<file path="config.mk">
export PLATFORM = sky130hd
export DESIGN_NAME = sdadc_ctrl
export DESIGN_NICKNAME = d
export VERILOG_FILES = /design/src/rtl/sdadc_pkg.sv /design/src/rtl/sdadc_regs.sv /design/src/rtl/sdadc_seq.sv /design/src/rtl/sdadc_route.sv /design/src/rtl/sdadc_ctrl.sv
export SDC_FILE = /design/constraint.sdc
export NUM_CORES = 1
export LEC_CHECK = 0
export ABC_AREA = 1
export BUFFER_PORTS_ARGS = -buffer_cell sky130_fd_sc_hd__buf_2
export CAP_MARGIN = 0
export CORE_MARGIN = 5
export CORE_UTILIZATION = 52
export DETAILED_ROUTE_END_ITERATION = 8
export HOLD_SLACK_MARGIN = 0.08
export PLACE_DENSITY = 0.95
export SETUP_SLACK_MARGIN = 0.4
export SLEW_MARGIN = 30
export SYNTH_ARGS = -nofsm -noshare
export SYNTH_HDL_FRONTEND = slang
export SYNTH_SLANG_ARGS = --single-unit
</file>
<file path="constraint.sdc">
create_clock -name clk -period 2.77 [get_ports clk]
set_input_delay 0.1385 -clock clk [delete_from_list [all_inputs] [get_ports clk]]
set_output_delay 0.1385 -clock clk [all_outputs]
set_load 0.02 [all_outputs]
</file>
<file path="src/rtl/sdadc_pkg.sv">
package sdadc_pkg;

  // Register byte offsets
  localparam int unsigned OFS_CTRL  = 'h00;
  localparam int unsigned OFS_GAIN  = 'h0C;
  localparam int unsigned OFS_OFFS  = 'h10;
  localparam int unsigned OFS_CLR   = 'h14;
  localparam int unsigned OFS_RES   = 'h18;

  // Control word field positions
  localparam int unsigned B_EN      = 0;
  localparam int unsigned B_START   = 1;
  localparam int unsigned B_INP_LO  = 2;
  localparam int unsigned INP_W     = 4;
  localparam int unsigned B_INN_LO  = 6;
  localparam int unsigned INN_W     = 3;
  localparam int unsigned B_SE      = 9;
  localparam int unsigned B_OSR_LO  = 10;
  localparam int unsigned OSR_W     = 2;
  localparam int unsigned B_CONT    = 12;
  localparam int unsigned B_VREF    = 13;
  localparam int unsigned B_LDO     = 14;
  localparam int unsigned B_PEND    = 15;
  localparam int unsigned B_MASK    = 16;
  localparam int unsigned B_DMA     = 17;

  // Positive-select code of the battery channel
  localparam int unsigned VBAT_CODE = 8;

  typedef struct packed {
    logic             dma_en;
    logic             mask;
    logic             vref_ext;
    logic             cont;
    logic [OSR_W-1:0] osr;
    logic             se;
    logic [INN_W-1:0] inn;
    logic [INP_W-1:0] inp;
    logic             en;
  } ctrl_cfg_t;

endpackage

</file>
<file path="src/rtl/sdadc_regs.sv">
module sdadc_regs
  import sdadc_pkg::*;
#(
  parameter int unsigned DATA_W   = 32,
  parameter int unsigned ADDR_W   = 5,
  parameter int unsigned SAMPLE_W = 16,
  parameter int unsigned CORR_W   = 10
) (
  input  logic                clk,
  input  logic                rst_n,
  input  logic                bus_we,
  input  logic [ADDR_W-1:0]   bus_addr,
  input  logic [DATA_W-1:0]   bus_wdata,
  output logic [DATA_W-1:0]   bus_rdata,
  input  logic                ldo_ready,
  input  logic                start_q,
  input  logic                pend_q,
  input  logic [SAMPLE_W-1:0] result_q,
  output logic                wr_ctrl,
  output logic                wr_clr,
  output ctrl_cfg_t           cfg_q,
  output logic [CORR_W-1:0]   gain_q,
  output logic [CORR_W-1:0]   offs_q
);

  ctrl_cfg_t         cfg_d;
  logic [CORR_W-1:0] gain_d;
  logic [CORR_W-1:0] offs_d;
  logic              wr_gain;
  logic              wr_offs;
  logic              unused_wdata;

  assign wr_ctrl = bus_we && (bus_addr == ADDR_W'(OFS_CTRL));
  assign wr_gain = bus_we && (bus_addr == ADDR_W'(OFS_GAIN));
  assign wr_offs = bus_we && (bus_addr == ADDR_W'(OFS_OFFS));
  assign wr_clr  = bus_we && (bus_addr == ADDR_W'(OFS_CLR));

  // Bits owned by other logic or not implemented
  assign unused_wdata = ^{bus_wdata[DATA_W-1:B_DMA+1], bus_wdata[B_PEND],
                          bus_wdata[B_LDO], bus_wdata[B_START]};

  // Next-state values
  always_comb begin
    cfg_d.en       = bus_wdata[B_EN];
    cfg_d.inp      = bus_wdata[B_INP_LO +: INP_W];
    cfg_d.inn      = bus_wdata[B_INN_LO +: INN_W];
    cfg_d.se       = bus_wdata[B_SE];
    cfg_d.osr      = bus_wdata[B_OSR_LO +: OSR_W];
    cfg_d.cont     = bus_wdata[B_CONT];
    cfg_d.vref_ext = bus_wdata[B_VREF];
    cfg_d.mask     = bus_wdata[B_MASK];
    cfg_d.dma_en   = bus_wdata[B_DMA];
    gain_d         = bus_wdata[CORR_W-1:0];
    offs_d         = bus_wdata[CORR_W-1:0];
  end

  // Registers with explicit clock enables
  always_ff @(posedge clk or negedge rst_n) begin
    if (!rst_n) begin
      cfg_q <= '0;
    end else if (wr_ctrl) begin
      cfg_q <= cfg_d;
    end
  end

  always_ff @(posedge clk or negedge rst_n) begin
    if (!rst_n) begin
      gain_q <= '0;
    end else if (wr_gain) begin
      gain_q <= gain_d;
    end
  end

  always_ff @(posedge clk or negedge rst_n) begin
    if (!rst_n) begin
      offs_q <= '0;
    end else if (wr_offs) begin
      offs_q <= offs_d;
    end
  end

  // Read multiplexer
  always_comb begin
    bus_rdata = '0;
    case (bus_addr)
      ADDR_W'(OFS_CTRL): begin
        bus_rdata[B_EN]               = cfg_q.en;
        bus_rdata[B_START]            = start_q;
        bus_rdata[B_INP_LO +: INP_W]  = cfg_q.inp;
        bus_rdata[B_INN_LO +: INN_W]  = cfg_q.inn;
        bus_rdata[B_SE]               = cfg_q.se;
        bus_rdata[B_OSR_LO +: OSR_W]  = cfg_q.osr;
        bus_rdata[B_CONT]             = cfg_q.cont;
        bus_rdata[B_VREF]             = cfg_q.vref_ext;
        bus_rdata[B_LDO]              = ldo_ready;
        bus_rdata[B_PEND]             = pend_q;
        bus_rdata[B_MASK]             = cfg_q.mask;
        bus_rdata[B_DMA]              = cfg_q.dma_en;
      end
      ADDR_W'(OFS_GAIN): bus_rdata[CORR_W-1:0]   = gain_q;
      ADDR_W'(OFS_OFFS): bus_rdata[CORR_W-1:0]   = offs_q;
      ADDR_W'(OFS_RES):  bus_rdata[SAMPLE_W-1:0] = result_q;
      default:           bus_rdata = '0;
    endcase
  end

endmodule

</file>
<file path="src/rtl/sdadc_seq.sv">
module sdadc_seq #(
  parameter int unsigned SAMPLE_W = 16
) (
  input  logic                clk,
  input  logic                rst_n,
  input  logic                en,
  input  logic                cont,
  input  logic                dma_en,
  input  logic                ldo_ready,
  input  logic                set_start_req,
  input  logic                clr_pend_req,
  input  logic                dec_done,
  input  logic [SAMPLE_W-1:0] dec_sample,
  output logic                dec_run,
  output logic                start_q,
  output logic                pend_q,
  output logic [SAMPLE_W-1:0] result_q,
  output logic                dma_q
);

  logic                start_d;
  logic                pend_d;
  logic                dma_d;
  logic                done_acc;
  logic [SAMPLE_W-1:0] result_d;

  // A run is requested only with a live start and a ready analog path
  assign dec_run  = start_q && en && ldo_ready;
  assign done_acc = dec_done && dec_run;

  always_comb begin
    start_d = start_q;
    if (done_acc && !cont) begin
      start_d = 1'b0;
    end else if (set_start_req && !start_q) begin
      start_d = 1'b1;
    end

    pend_d = pend_q;
    if (done_acc) begin
      pend_d = 1'b1;
    end else if (clr_pend_req) begin
      pend_d = 1'b0;
    end

    result_d = dec_sample;
    dma_d    = done_acc && dma_en;
  end

  always_ff @(posedge clk or negedge rst_n) begin
    if (!rst_n) begin
      start_q <= 1'b0;
      pend_q  <= 1'b0;
      dma_q   <= 1'b0;
    end else begin
      start_q <= start_d;
      pend_q  <= pend_d;
      dma_q   <= dma_d;
    end
  end

  always_ff @(posedge clk or negedge rst_n) begin
    if (!rst_n) begin
      result_q <= '0;
    end else if (done_acc) begin
      result_q <= result_d;
    end
  end

endmodule

</file>
<file path="src/rtl/sdadc_route.sv">
module sdadc_route
  import sdadc_pkg::*;
(
  input  ctrl_cfg_t        cfg,
  output logic [INP_W-1:0] inp_sel,
  output logic [INN_W-1:0] inn_sel,
  output logic             inn_gnd,
  output logic             single_ended
);

  logic vbat_sel;

  assign vbat_sel     = (cfg.inp == INP_W'(VBAT_CODE));
  assign inp_sel      = cfg.inp;
  assign single_ended = cfg.se;
  assign inn_gnd      = cfg.se || vbat_sel;
  assign inn_sel      = inn_gnd ? '0 : cfg.inn;

endmodule

</file>
<file path="src/rtl/sdadc_ctrl.sv">
module sdadc_ctrl
  import sdadc_pkg::*;
#(
  parameter int unsigned DATA_W     = 32,
  parameter int unsigned ADDR_W     = 5,
  parameter int unsigned SAMPLE_W   = 16,
  parameter int unsigned CORR_W     = 10,
  parameter int unsigned RST_STAGES = 2
) (
  input  logic                clk,
  input  logic                rst_n,
  input  logic                bus_we,
  input  logic [ADDR_W-1:0]   bus_addr,
  input  logic [DATA_W-1:0]   bus_wdata,
  output logic [DATA_W-1:0]   bus_rdata,
  input  logic                ldo_ready,
  output logic                mod_enable,
  output logic [INP_W-1:0]    inp_sel,
  output logic [INN_W-1:0]    inn_sel,
  output logic                inn_gnd,
  output logic                single_ended,
  output logic                vref_ext,
  output logic [OSR_W-1:0]    osr_sel,
  output logic [CORR_W-1:0]   gain_corr,
  output logic [CORR_W-1:0]   offs_corr,
  output logic                dec_run,
  input  logic                dec_done,
  input  logic [SAMPLE_W-1:0] dec_sample,
  output logic                irq,
  output logic                dma_req
);

  logic [RST_STAGES-1:0] rst_pipe;
  logic                  rst_core_n;
  ctrl_cfg_t             cfg;
  logic                  cfg_cont;
  logic                  wr_ctrl;
  logic                  wr_clr;
  logic                  start_q;
  logic                  pend_q;
  logic [SAMPLE_W-1:0]   result_q;

  // Asynchronous assertion, synchronous release
  always_ff @(posedge clk or negedge rst_n) begin
    if (!rst_n) begin
      rst_pipe <= '0;
    end else begin
      rst_pipe <= {rst_pipe[RST_STAGES-2:0], 1'b1};
    end
  end
  assign rst_core_n = rst_pipe[RST_STAGES-1];

  sdadc_regs #(
    .DATA_W  (DATA_W),
    .ADDR_W  (ADDR_W),
    .SAMPLE_W(SAMPLE_W),
    .CORR_W  (CORR_W)
  ) u_regs (
    .clk      (clk),
    .rst_n    (rst_core_n),
    .bus_we   (bus_we),
    .bus_addr (bus_addr),
    .bus_wdata(bus_wdata),
    .bus_rdata(bus_rdata),
    .ldo_ready(ldo_ready),
    .start_q  (start_q),
    .pend_q   (pend_q),
    .result_q (result_q),
    .wr_ctrl  (wr_ctrl),
    .wr_clr   (wr_clr),
    .cfg_q    (cfg),
    .gain_q   (gain_corr),
    .offs_q   (offs_corr)
  );

  sdadc_seq #(
    .SAMPLE_W(SAMPLE_W)
  ) u_seq (
    .clk          (clk),
    .rst_n        (rst_core_n),
    .en           (cfg.en),
    .cont         (cfg.cont),
    .dma_en       (cfg.dma_en),
    .ldo_ready    (ldo_ready),
    .set_start_req(wr_ctrl && bus_wdata[B_START]),
    .clr_pend_req (wr_clr),
    .dec_done     (dec_done),
    .dec_sample   (dec_sample),
    .dec_run      (dec_run),
    .start_q      (start_q),
    .pend_q       (pend_q),
    .result_q     (result_q),
    .dma_q        (dma_req)
  );

  sdadc_route u_route (
    .cfg         (cfg),
    .inp_sel     (inp_sel),
    .inn_sel     (inn_sel),
    .inn_gnd     (inn_gnd),
    .single_ended(single_ended)
  );

  assign cfg_cont   = cfg.cont;
  assign mod_enable = cfg.en;
  assign vref_ext   = cfg.vref_ext;
  assign osr_sel    = cfg.osr;
  assign irq        = pend_q && cfg.mask;

endmodule

</file>
==> metrics.md <==
| Metric | Value |
|---|---|
| Worst VDD drop | 0.0005901 V |
| Critical-path top delay cell | nor2_1 |
| Count of final setup violators | 0 |
| Nets | 541 |
| Unrepaired setup endpoints after global routing | no |
| Io pins | 126 |
| Worst Setup SP | bus_addr[3] |
| Clk_skew | 0.006042 ns |
| Remaining DRCs | 0 |
| Top cell type by total area after synthesis | dfrtp_1 |
| Count leader, synth | nand2_1 |
| Via count | 2991 |
| Share of Yosys cell area claimed by the top area cell type | 0.4669 |
| Gr usage total | 0.2303 |
| Slowest stage delay, CP | 0.48 ns |
| Setup Slack @ Placement | 0.9354 ns |
| Avg WL per Cell | 15.13 µm |
| Layout area overhead | 21.84% |
| Post-DP HPWL | 6.080 mm |
| Slew Limit Fails | 0 |
| Reg clk slew, reported paths | 0.10 ns |
| Status | finished, final reports clean |
| Syn Inst Count | 391 |
| Yosys cell types | 19 |
| Hold Path Depth | 3 |
| CTS tree | built |
| # H-tree levels | 2 |
| EDFF count, synth | 0 |
| Grt total ovfl | 0 |
| Hold crit path type | primary input to register |
| Syn avg cell area | 7.677 µm² |
| Post-Route WL | 8.415 mm |
| Dominant synthesized flop cell | dfrtp_1 |
| Post-DP Area | 3379 µm² |
| Pwr Density | 619.0 nW/µm² |
| Synth top area cells | dfrtp_1 47%, nand2_1 15%, nand4_1 8.5%, buf_4 5.5%, inv_1 5.4% |
| RR Startpoint | u_regs.cfg_q[0] |
| Skew-Pair Late Insertion Delay | 0.31 ns |
| DR pass1 iterations | 5 |
| Via density | 5.379 |
| Clock root cell | clkbuf_8 |
| Final Wtd Congestion | 0.9086 |
| Core area | 5574 µm² |
| Post-Syn Area | 3002 µm² |
| CP Class | primary input to output port |
| Global-route wire length before repair | 13.48 mm |
| Worst setup SP type | primary input |
| Fraction of registers with async set/reset | 1.000 |
| Initial drt markers | 328 |
| DRT antenna net count | 0 |
| Initial core utilization | 0.5385 |
| Final hold viol count | 0 |
| Antenna violations before repair | 0 |
| Leak | 2.091 nW |
| Final worst setup slack | 0.9302 ns |
| Inserted Clock Buffers | 5 |
| FMAX | 543.5 MHz |
| Final setup TNS | 0 ns |
| Die ar. | 7392 µm² |
| Row Count | 27 |
| Largest net degree at the start of global routing | 47 |
| Max-cap violations | 0 |
| Most frequent CP cell | buf_2 |
| CP Capture Type | output port |
| Vias in the first global route | 2807 |
| Register bit total from synthesis | 56 |
| Post-route cell area | 3657 µm² |
| Arr. time, crit path | 1.70 ns |
| Max transition margin | 0.4603 |
| Post-CTS setup buffers | 0 |
| Worst reg2reg setup slack | 0.95 ns |
| Final Hold Slack | 0.07702 ns |
| Ys Warns | 0 |
| Most instantiated cells after synthesis | 121 x nand2_1, 56 x dfrtp_1, 43 x inv_1 |
| Fin crit share | 0.6642 |
| Share of layout cells above drive strength 1 | 0.2355 |
| Chip height | 85.98 µm |
| Clk buf depth | 2 |
| Reg2Reg Capture Point | u_seq.result_q[10] |
| Req. time, crit path | 2.63 ns |
| Clock sink count | 56 |
| IO buf count | 95 |
| Seq/Total Area, Yosys | 0.4669 |
| Cell Chain, Critical Path | buf_2 > inv_1 > nor2_1 > nand3_1 > o22ai_1 > buf_2 |
| Worst setup path end | bus_rdata[10] |
| FF-to-FF path depth | 6 |
| Post-route minimum period | 1.840 ns |
| Ant. Diodes | 0 |
| Die width | 85.98 µm |
| Worst Path Max Fanout | 11 |
| Worst-margin pin slew | 0.8075 ns |
## per-layer routing
metal | global-route usage | share of wire
met2 | 0.3875 | 0.48
met1 | 0.2892 | 0.40
met5 | 0 | 0
met4 | 0.08489 | 0.033
met3 | 0.05187 | 0.089
## worst max-delay path, delay by kind of cell
| family | cells | cell delay (ns) |
|---|---|---|
| buf+inv | 3 | 0.42 |
| compound gates | 1 | 0.25 |
| simple gates | 2 | 0.90 |
## layout make-up
cell class,instances,area [µm²]
repair buffers,115,668.1
clock buffers,6,72.57
inverters,45,168.9
clock inverters,2,35.03
multi-input cells,260,1220
well taps,72,90.09
flip-flops and latches,56,1403
fillers,424,1917
## worst min-delay path by stage
stage / endpoint / startpoint / slack (ns)
2_1_floorplan: rst_pipe[0] / rst_n / -0.16
3_3_place_gp: rst_pipe[0] / rst_n / -0.08
3_5_place_dp: rst_pipe[0] / rst_n / -0.07
4_1_cts: u_seq.result_q[15] / dec_sample[15] / 0.08
5_1_grt: u_seq.result_q[5] / dec_sample[5] / 0.09
6_report: u_seq.result_q[15] / dec_sample[15] / 0.08
## cells in the final DEF (no fill, tap or decap), drive strengths merged
master and n:
clkinv 1, nand2 121, inv 45, o22ai 4, nand3 16, dlygate4sd3 17, o21ai 37, conb 15
nand4 41, dfrtp 56, a21oi 6, nor2 20, buf 98, bufinv 1, clkbuf 6
## repair_timing
action / in CTS / in global routing
hold buffers: 17 / 0
endpoints found under the hold margin: 19 / 0
resized for setup: 0 / 0
## power breakdown
group | internal (mW) | switching, mW | total (mW)
registers | 0.992 | 0.130 | 1.12
clock network | 0.269 | 0.257 | 0.525
logic | 0.199 | 0.418 | 0.617
## metrics by stage
step	instances	power (mW)	util
2_1_floorplan	404	1.523	-
3_3_place_gp	531	1.694	0.6063
3_5_place_dp	531	1.724	0.6063
4_1_cts	556	2.257	0.6561
5_1_grt	556	2.387	0.6561
6_report	556	2.264	0.6561
## flip-flops by register name, summed over array words and instances, names as in the netlist
signal and flops:
u_regs.cfg_q 15, u_regs.gain_q 10, u_seq.pend_q 1, u_regs.offs_q 10
rst_pipe 2, u_seq.result_q 16, u_seq.start_q 1, u_seq.dma_q 1
## logic make-up after synthesis
logic type | synth area share
compound gates | 0.08003
buf+inv | 0.1430
flops | 0.4669
other cells | 0.002502
simple gates | 0.3076
Note: power is estimated with default switching activity, not from simulation.
